[src/rtl/evt_timer.sv]
module evt_timer #(
  parameter int          ADDR_W   = 8,
  parameter int unsigned CTRL_OFS = 'h10
) (
  input  logic              clk,
  input  logic              rst_n,
  input  logic              psel,
  input  logic              penable,
  input  logic              pwrite,
  input  logic [ADDR_W-1:0] paddr,
  input  logic [31:0]       pwdata,
  output logic [31:0]       prdata,
  output logic              irq
);
  localparam logic [ADDR_W-1:0] A_LDLO = ADDR_W'('h00);
  localparam logic [ADDR_W-1:0] A_LDHI = ADDR_W'('h04);
  localparam logic [ADDR_W-1:0] A_CVLO = ADDR_W'('h08);
  localparam logic [ADDR_W-1:0] A_CVHI = ADDR_W'('h0C);
  localparam logic [ADDR_W-1:0] A_STAT = ADDR_W'('h18);
  localparam logic [ADDR_W-1:0] A_CTRL = ADDR_W'(CTRL_OFS);

  logic [63:0] load_q, cnt_q;
  logic [2:0]  ctrl_q;
  logic        flag_q, hold_q;

  wire wr       = psel & penable & pwrite;
  wire wr_ctrl  = wr && (paddr == A_CTRL);
  wire en_rise  = wr_ctrl && pwdata[0] && !ctrl_q[0];
  wire step     = ctrl_q[0] && !(wr_ctrl && !pwdata[0]);
  wire zero_evt = step && (cnt_q == 64'd0) && (!ctrl_q[1] || !hold_q);
  wire clr      = wr && (paddr == A_STAT) && pwdata[0];

  always_ff @(posedge clk or negedge rst_n) begin
    if (!rst_n) begin
      load_q <= '0;
      cnt_q  <= '0;
      ctrl_q <= '0;
      flag_q <= 1'b0;
      hold_q <= 1'b0;
    end else begin
      if (wr && paddr == A_LDLO) load_q[31:0]  <= pwdata;
      if (wr && paddr == A_LDHI) load_q[63:32] <= pwdata;
      if (wr_ctrl) ctrl_q <= pwdata[2:0];

      if (en_rise) begin
        cnt_q  <= load_q;
        hold_q <= 1'b0;
      end else if (step) begin
        if (cnt_q != 64'd0) cnt_q <= cnt_q - 64'd1;
        else if (!ctrl_q[1]) cnt_q <= load_q;
        if (zero_evt && ctrl_q[1]) hold_q <= 1'b1;
      end

      if (zero_evt) flag_q <= 1'b1;
      else if (clr) flag_q <= 1'b0;
    end
  end

  always_comb begin
    prdata = '0;
    if (paddr == A_LDLO)      prdata = load_q[31:0];
    else if (paddr == A_LDHI) prdata = load_q[63:32];
    else if (paddr == A_CVLO) prdata = cnt_q[31:0];
    else if (paddr == A_CVHI) prdata = cnt_q[63:32];
    else if (paddr == A_STAT) prdata = {31'd0, flag_q};
    else if (paddr == A_CTRL) prdata = {29'd0, ctrl_q};
  end

  assign irq = flag_q & ctrl_q[2];
endmodule

[config.mk]
export PLATFORM = sky130hd
export DESIGN_NAME = evt_timer
export DESIGN_NICKNAME = d
export VERILOG_FILES = /design/src/rtl/evt_timer.sv
export SDC_FILE = /design/constraint.sdc
export NUM_CORES = 1
export LEC_CHECK = 0
export ABC_AREA = 1
export BUFFER_PORTS_ARGS = -buffer_cell sky130_fd_sc_hd__buf_4
export CAP_MARGIN = 40
export CORE_ASPECT_RATIO = 0.7
export CORE_MARGIN = 4
export CORE_UTILIZATION = 35
export CTS_BUF_LIST = sky130_fd_sc_hd__clkbuf_2
export DETAILED_ROUTE_END_ITERATION = 6
export PLACE_DENSITY = 0.51
export SLEW_MARGIN = 40
export SYNTH_ARGS = -nofsm -noshare
export SYNTH_HDL_FRONTEND = slang
export SYNTH_SLANG_ARGS = --single-unit
[constraint.sdc]
create_clock -name clk -period 3.4 [get_ports clk]
set_input_delay 0.34 -clock clk [delete_from_list [all_inputs] [get_ports clk]]
set_output_delay 0.34 -clock clk [all_outputs]
set_load 0.01 [all_outputs]
==> flow_summary.ini, run 1 <==
[sta]
setup-tns-final_ns = 0
min_period_ns = 2.88
post-route-period-util = 0.846
tightest_slew_ns = 0.734
finalSetupViolCount = 0
finalClockSkew_ns = 0.0488
relSlewSlack = 0.510
rsz0062_at_grt = false
max_freq_ghz = 0.347
hold_viol_final = 0
slew_violations = 0

[finish]
area_growth_pct = 18.1
multi_input_area_um2 = 4950
seq_area_um2 = 3330
final_layout_size_suffix_gt1_frac = 0.108
fillers = 2837
design_area_um2 = 11000
nets = 1656

[synthesis]
async_reset_ff_frac = 1.00
ys_seq_area_frac = 0.358
synth_top_area_share = 0.358
ys_ff_latch = 133
synth.most_common_cell = nand2_1
synthTopCellsByArea = dfrtp_1 36%, nand2_1 23%, inv_1 7.9%, nor2_1 7.8%, nand3_1 5.2%
synth_area_leader_cell = dfrtp_1
synth_edf_count = 0
synth_area_um2 = 9310
synth_flop_cell = dfrtp_1
ys_types = 34
syn-instance-count = 1501
synth_common_cells = 561 x nand2_1, 195 x inv_1, 193 x nor2_1
syn_avg_cell_area_um2 = 6.20
synth_warnings = 0
syn_nets = 1548

[worst_setup_path]
worst-endpoint-arrival_ns = 2.54
rrSetupSlack_ns = 0.64
worstPathMaxFanout = 9
path_buf_inv = 6
cp_cell_sequence = dlygate4sd3_1 > buf_4 > inv_1 > nor2_1 > nand3_1 > clkinv_1 > buf_4 > a21oi_1 > nand2_1 > buf_4
critPathTopFamily = buffers and inverters
slowest_delay_ns = 0.54
r2r.worst_path.cells = 11
cpMostUsedCell = buf_4
worstSetupPathType = in -> out
r2r_start = cnt_q[21]
cp_data_required_time_ns = 3.06
cp_slowest_cell = dlygate4sd3_1
cp-end-kind = output port
startpoint_type = input port
timing.rr.end = cnt_q[30]

[global_routing]
antenna_found_initial = 1
gr-usage-all-layers = 0.248
grt.met2_usage = 0.357
grt_pass1_wl_mm = 55.4
grt.overflow.total = 0
grt_max_degree = 56
met1_usage = 0.387
gr-usage-met3 = 0.0518
grt_pass1_vias = 9120
busiest_layer = met1

[pwr]
power_leakage_nw = 5.42
p_seq_frac = 0.464
combPwrFrac = 0.297
p_clk_frac = 0.239
sw_frac_of_total = 0.413
ir_drop_uv = 311
p_sw_w = 0.00214
internal_power_w = 0.00304
powerDensity_nw_per_um2 = 471

[floorplanning]
initial_core_util = 0.359
placementRows = 49
num_io_pins = 78
die_x_um = 203
core_um2 = 25900
fp.dieArea_um2 = 29300
fp.dieH_um = 144

[route]
drtIter0Drc = 862
first_pass_iters = 5
wirelength_mm = 35.8
antenna_left = 0
num_vias = 9774
viasPerCell = 4.94
drc = 0
wl_per_cell_um = 18.1

[clock_network]
cts.clk_slew.worst_paths_ns = 0.23
clkSinkCount = 133
root_buffer = clkbuf_2
tritoncts = yes
cts_setup_buffers = 0
hold_buffers = 42
cts.repair.resized = 0
clockBufferDepth = 2
cts_buffers = 17
clkLatencyLatePin_ns = 0.86
h-tree-depth = 4

[worst_hold_path]
whs_endpoint = ctrl_q[2]
min_from = paddr[7]
hold_class = in -> reg
min_delay_path_depth = 8

[job]
max-cap-violations = 0

[place]
hpwlAfterDp_mm = 26.0
placed_area_um2 = 10300
routabilityCongestion = 0.967
portBuffers = 77

[run_status]
status = finished clean
-- final cells by class --
class	count	share of cell area
diodes	1	0.000228
clock buffers	18	0.00819
clock inverters	14	0.0189
inverters	201	0.0689
multi-input cells	1114	0.450
flip-flops and latches	133	0.303
well taps	357	0.0406
repair buffers	142	0.110
-- power groups by stage --
stage / Sequential [W] / Combinational, W / Clock (W)
after detailed placement: 0.00242 / 0.00148 / 0
after global placement: 0.00242 / 0.00147 / 0
after global routing: 0.00246 / 0.00178 / 0.00133
after CTS: 0.00239 / 0.00153 / 0.00127
after floorplan: 0.00224 / 0.00112 / 0
final: 0.00240 / 0.00154 / 0.00124
-- registers in the layout, indices dropped and copies added, names as in the netlist --
register  flops
cnt_q        64
load_q       64
ctrl_q        3
flag_q        1
hold_q        1
-- stage by stage --
stage / worst slack (ns) / util / hold WS (ns) / cells / power [W]
after detailed placement: 0.749 / 0.396 / 0.389 / 1905 / 0.00391
after global placement: 0.685 / 0.396 / 0.393 / 1905 / 0.00389
after floorplan: 1.65 / - / 0.0444 / 1501 / 0.00336
final: 0.522 / 0.424 / 0.106 / 1980 / 0.00518
after global routing: 0.401 / 0.424 / 0.106 / 1980 / 0.00557
after CTS: 0.553 / 0.424 / 0.0187 / 1979 / 0.00520
-- layout by cell type (no fill, tap or decap), types with 18 or more instances in the layout --
| master | count |
|---|---|
| a21oi_1 | 53 |
| buf_4 | 97 |
| clkbuf_2 | 18 |
| dfrtp_1 | 133 |
| dlygate4sd3_1 | 41 |
| inv_1 | 195 |
| nand2_1 | 559 |
| nand3_1 | 96 |
| nand4_1 | 20 |
| nor2_1 | 193 |
| o21ai_0 | 80 |
| o21bai_1 | 20 |
| o22ai_1 | 29 |
-- cell families after synthesis --
kind of cell,share of synthesized area
AND/OR/NAND/NOR,0.402
flip-flops,0.358
buffers and inverters,0.111
XOR/XNOR,0.0132
AO/OA/AOI/OAI,0.113
adder cells (fa/ha/maj),0.00269
-- tightest hold or removal path: stages --
cell,delay (ns)
buf_4,0.08
inv_1,0.04
nand2_1,0.05
nor2_1,0.06
nand2_1,0.17
nor2_4,0.06
inv_1,0.08
o21ai_0,0.07
-- per-layer routing --
layer	vias to the layer above	wire length, µm
li1	4884	-
met1	4615	18900
met2	255	14300
met3	20	2260
met4	0	354
met5	-	0
-- worst max-delay path by stage --
stage	slack (ns)	from	depth (start not counted)	end
2_1_floorplan	1.65	cnt_q[0]	13	cnt_q[25]
3_5_place_dp	0.75	cnt_q[16]	11	cnt_q[30]
5_1_grt	0.40	paddr[2]	10	prdata[12]
6_report	0.52	paddr[2]	10	prdata[14]
3_3_place_gp	0.68	paddr[0]	13	cnt_q[53]
4_1_cts	0.55	paddr[2]	10	prdata[14]
(Power assumes the default switching activity.)
==> run 2, diff against run 1 <==
--- a/config.mk
+++ b/config.mk
@@ -5,7 +5,7 @@
 export SDC_FILE = /design/constraint.sdc
 export NUM_CORES = 1
 export LEC_CHECK = 0
-export ABC_AREA = 1
+export ABC_AREA = 0
 export BUFFER_PORTS_ARGS = -buffer_cell sky130_fd_sc_hd__buf_4
 export CAP_MARGIN = 40
 export CORE_ASPECT_RATIO = 0.7
@@ -13,7 +13,7 @@
 export CORE_UTILIZATION = 35
 export CTS_BUF_LIST = sky130_fd_sc_hd__clkbuf_2
 export DETAILED_ROUTE_END_ITERATION = 6
-export PLACE_DENSITY = 0.51
+export PLACE_DENSITY = 0.52
 export SLEW_MARGIN = 40
 export SYNTH_ARGS = -nofsm -noshare
 export SYNTH_HDL_FRONTEND = slang
==> constraint.sdc (replaced) <==
create_clock -name clk -period 2.65 [get_ports clk]
set_input_delay 0.265 -clock clk [delete_from_list [all_inputs] [get_ports clk]]
set_output_delay 0.265 -clock clk [all_outputs]
set_load 0.01 [all_outputs]
==> flow_summary.ini, run 2 <==
[run_status]
status = finished clean

[worst_hold_path]
hold_class = in -> reg
min_delay_path_depth = 5

[clock_network]
tritoncts = yes
cts.clk_slew.worst_paths_ns = 0.19
cts_buffers = 17
clkSinkCount = 133
h-tree-depth = 4
clkLatencyLatePin_ns = 0.79
root_buffer = clkbuf_2
clockBufferDepth = 2

[sta]
whs_ns = 0.0856
rsz0062_at_grt = true
slew_violations = 0
finalClockSkew_ns = 0.0700
tightest_slew_ns = 0.532
post-route-period-util = 0.972
min_period_ns = 2.58
finalSetupViolCount = 0
hold_viol_final = 0
relSlewSlack = 0.645
max_freq_ghz = 0.388

[synthesis]
syn_avg_cell_area_um2 = 9.64
synth_flop_cell = dfrtp_1
syn_nets = 892
async_reset_ff_frac = 1.00
synth_top_area_share = 0.409
synth_edf_count = 0
synth_warnings = 0
synthTopCellsByArea = dfrtp_1 41%, mux2_2 8.4%, mux2i_1 5.9%, nand2_1 4.4%, a2bb2oi_1 2.8%
ys_seq_area_frac = 0.409
synth.most_common_cell = dfrtp_1
ys_types = 64
ys_ff_latch = 133
synth_common_cells = 133 x dfrtp_1, 95 x nand2_1, 61 x mux2_2
syn-instance-count = 845
synth_area_um2 = 8150
synth_area_leader_cell = dfrtp_1

[pwr]
ir_drop_uv = 202
p_total_w = 0.00362
power_leakage_nw = 4.87
powerDensity_nw_per_um2 = 345

[route]
drc = 0
antenna_left = 0
first_pass_iters = 6
drtIter0Drc = 910
num_vias = 7846
wirelength_mm = 29.5
viasPerCell = 5.82
wl_per_cell_um = 21.9

[finish]
mostFrequentLayoutCells = 160 x buf_4, 133 x dfrtp_1, 95 x nand2_1
largest_registers = cnt_q x64, load_q x64, ctrl_q x3
multi_input_area_um2 = 4530
fillers = 2301
seq_area_um2 = 3330
final_layout_size_suffix_gt1_frac = 0.294
final_common_cell = buf_4
area_growth_pct = 28.8
num_antenna_cells = 0
design_area_um2 = 10500
utilization = 0.460
nets = 1069

[global_routing]
grt_max_degree = 54
antenna_found_initial = 0
grt_pass1_wl_mm = 46.0
grt_pass1_vias = 7470
gr-usage-all-layers = 0.232
grt.overflow.total = 0

[floorplanning]
initial_core_util = 0.357
core_um2 = 22800
placementRows = 46
fp.dieArea_um2 = 25800
fp.dieH_um = 136
die_x_um = 190
num_io_pins = 78

[worst_setup_path]
r2r_start = cnt_q[22]
worst-endpoint-arrival_ns = 2.31
timing.rr.end = cnt_q[48]
worstSetupPathType = in -> out
rrSetupSlack_ns = 0.10
endpoint = prdata[1]
worstPathMaxFanout = 4
cp-end-kind = output port
critPathLaunch = paddr[5]
r2r.worst_path.cells = 9
startpoint_type = input port
cp_data_required_time_ns = 2.38

[place]
routabilityCongestion = 0.918
portBuffers = 77
hpwlAfterDp_mm = 21.2
placed_area_um2 = 9830

[job]
max-cap-violations = 0
[run 2: changes by cell type after synthesis, sizes merged, moves of 27 or more]
cell,before,now
nor3,3,36
nor2,211,34
inv,200,23
mux2,0,76
nand2,575,95
a22oi,0,29
nand3,98,25
a2bb2oi,0,27
mux2i,0,48
[run 2: timing repair]
item,4_1_cts,5_1_grt
hold endpoints to repair,202,0
hold buffers,37,0
setup endpoints to repair,3,37
cloned,0,0
pin swaps,0,1
setup buffers,0,1
resized for setup,2,6
[run 2: metal layers]
metal | global-route usage | share of wire | vias up
met5 | 0 | 0 | -
met4 | 0.0463 | 0.0095 | 0
met3 | 0.0544 | 0.094 | 28
met2 | 0.311 | 0.40 | 354
met1 | 0.373 | 0.50 | 3887
li1 | - | - | 3577
[run 2: cell families (layout without fill, tap and decap cells)]
logic type,count (synthesis),after routing,synth area share
AOI/OAI and AO/OA,221,221,0.187
adders and majority gates,2,2,0.00307
buffers and inverters,80,270,0.0462
DFF,133,133,0.409
muxes,124,124,0.164
and+or+nand+nor,285,285,0.191
[run 2: through the flow]
step,TNS [ns],instances,setup slack (ns)
floorplan,0,845,0.112
global placement,0,1277,0.0206
detailed placement,0,1277,0.0612
CTS,0,1346,0.00842
global route,-0.0192,1347,-0.0192
finish,0,1347,0.0729
[run 2: final cells by class]
cell class | count | area share
Multi-Input combinational cell | 632 | 0.431
Sequential cell | 133 | 0.317
Timing Repair Buffer | 215 | 0.184
Tap cell | 312 | 0.0372
Clock inverter | 14 | 0.0130
Clock buffer | 18 | 0.00859
Inverter | 23 | 0.00823
[run 2: where the power goes]
group | internal [W] | total [W] | switching, W
clock network | 0.000425 | 0.00126 | 0.000833
registers | 0.00205 | 0.00208 | 0.0000228
logic | 0.000133 | 0.000280 | 0.000148
[run 2: worst min-delay path by stage]
stage	from	endpoint
5_1_grt	paddr[3]	ctrl_q[0]
3_3_place_gp	rst_n	flag_q
4_1_cts	penable	flag_q
2_1_floorplan	rst_n	cnt_q[0]
6_report	penable	flag_q
3_5_place_dp	rst_n	flag_q
[run 2: critical path: stages]
cell	delay, ns
dlygate4sd3_1	0.55
buf_4	0.15
or4b_1	0.48
buf_4	0.17
nor2_2	0.16
a22o_1	0.17
a221o_1	0.10
mux2_2	0.15
buf_4	0.11
==> run 3, diff against run 2 <==
==> config.mk (replaced) <==
export PLATFORM = sky130hd
export DESIGN_NAME = evt_timer
export DESIGN_NICKNAME = d
export VERILOG_FILES = /design/src/rtl/evt_timer.sv
export SDC_FILE = /design/constraint.sdc
export NUM_CORES = 1
export LEC_CHECK = 0
export ABC_AREA = 1
export CAP_MARGIN = 40
export CORE_ASPECT_RATIO = 0.7
export CORE_MARGIN = 4
export CORE_UTILIZATION = 35
export CTS_BUF_LIST = sky130_fd_sc_hd__clkbuf_2
export DETAILED_ROUTE_END_ITERATION = 6
export DONT_BUFFER_PORTS = 1
export PLACE_DENSITY = 0.49
export SLEW_MARGIN = 40
export SYNTH_ARGS = -nofsm -noshare
export SYNTH_HDL_FRONTEND = slang
export SYNTH_SLANG_ARGS = --single-unit
==> flow_summary.ini, run 3 (synthesis gave the netlist of run 1 again) <==
[finish]
seq_area_um2 = 3330
nets = 1588
fillers = 2907
final_layout_size_suffix_gt1_frac = 0.0669
design_area_um2 = 10500
area_growth_pct = 13.2
largest_registers = cnt_q x64, load_q x64, ctrl_q x3
multi_input_area_um2 = 4960
utilization = 0.406
mostFrequentLayoutCells = 558 x nand2_1, 195 x inv_1, 192 x nor2_1
final_common_cell = nand2_1
stdcell_count = 1912

[global_routing]
gr-usage-all-layers = 0.250
grt_pass1_vias = 9068
grt.overflow.total = 0
antenna_found_initial = 1
grt_max_degree = 134
grt_pass1_wl_mm = 55.9

[clock_network]
cts_setup_buffers = 0
tritoncts = yes
clockBufferDepth = 2
cts_buffers = 17
cts.clk_slew.worst_paths_ns = 0.23
clkLatencyLatePin_ns = 0.86
hold_buffers = 46
h-tree-depth = 4
clkSinkCount = 133
root_buffer = clkbuf_2

[worst_setup_path]
cp-end-kind = output port
worstSetupPathType = in -> out
startpoint_type = input port
worstPathMaxFanout = 4
cp_data_required_time_ns = 2.38
worst-endpoint-arrival_ns = 2.27

[pwr]
power_leakage_nw = 5.08
powerDensity_nw_per_um2 = 624
ir_drop_uv = 399

[route]
num_vias = 9492
drc = 0
viasPerCell = 4.96
wl_per_cell_um = 18.7
drtIter0Drc = 734
antenna_left = 0
first_pass_iters = 6
wirelength_mm = 35.8

[run_status]
violations = hold timing
status = finished, violations left

[sta]
tightest_slew_ns = 0.649
setup-tns-final_ns = 0
relSlewSlack = 0.567
hold_viol_final = 133
layout_setup_ws_ns = 0.113
min_period_ns = 2.54
max_freq_ghz = 0.394
slew_violations = 0
finalClockSkew_ns = 0.0358
post-route-period-util = 0.957
rsz0062_at_grt = true
whs_ns = -0.944
finalSetupViolCount = 0

[worst_hold_path]
hold_class = in -> async

[floorplanning]
die_x_um = 203
placementRows = 49
fp.dieArea_um2 = 29300
num_io_pins = 78
initial_core_util = 0.359
fp.dieH_um = 144
core_um2 = 25900

[place]
placed_area_um2 = 9770
hpwlAfterDp_mm = 26.3
dp_slack_ns = 0.236
portBuffers = 0
placed_cells = 1833
routabilityCongestion = 0.991

[job]
max-cap-violations = 0
-- run 3: power breakdown --
group,total [W],leakage (nW),switching [W],internal (W)
registers,0.00306,1.66,0.000611,0.00245
logic,0.00193,3.27,0.00121,0.000715
clock network,0.00158,0.162,0.000875,0.000704
-- run 3: through the flow --
step / hold slack (ns) / power (W)
after floorplan: -0.0306 / 0.00432
after global placement: -0.0220 / 0.00494
after detailed placement: -0.0216 / 0.00495
after CTS: -1.05 / 0.00660
after global routing: -1.06 / 0.00711
final: -0.944 / 0.00657
-- run 3: worst paths after layout --
check | startpoint | end | slack [ns] | cells after the start
setup / recovery | paddr[5] | prdata[2] | 0.11 | 9
hold / removal | rst_n | load_q[34] | -0.94 | 0
setup reg to reg | cnt_q[2] | cnt_q[57] | 0.15 | 10
hold reg to reg | load_q[32] | load_q[32] | 0.53 | 2
max in group asynchronous | rst_n | load_q[10] | 3.31 | 0
min in group clk | pwdata[29] | load_q[29] | 0.10 | 3
-- run 3: worst max-delay path, stage by stage --
cell	delay [ns]
dlygate4sd3_1	0.53
inv_1	0.04
nand2_1	0.05
nor2_1	0.05
dlygate4sd3_1	0.58
nand2_2	0.14
inv_1	0.11
a221oi_1	0.30
nand3_1	0.20
-- run 3: routing by layer --
metal  share of wire  track usage  vias up
met5               0            0        -
met4           0.014       0.0521        0
met3           0.055       0.0489       33
met2            0.39        0.348      253
met1            0.54        0.398     4448
li1                -            -     4758
-- run 3: final cells by class --
class / instances / area share
multi-input combinational: 1114 / 0.471
sequential: 133 / 0.316
inverter: 201 / 0.0716
timing repair buffer: 74 / 0.0708
tap: 357 / 0.0424
clock inverter: 15 / 0.0201
clock buffer: 17 / 0.00808
antenna: 1 / 0.000238
-- run 3: timing repair --
item / CTS / global route
endpoints found under the hold margin: 256 / 133
setup endpoints to repair: 0 / 3
resized for setup: 0 / 2
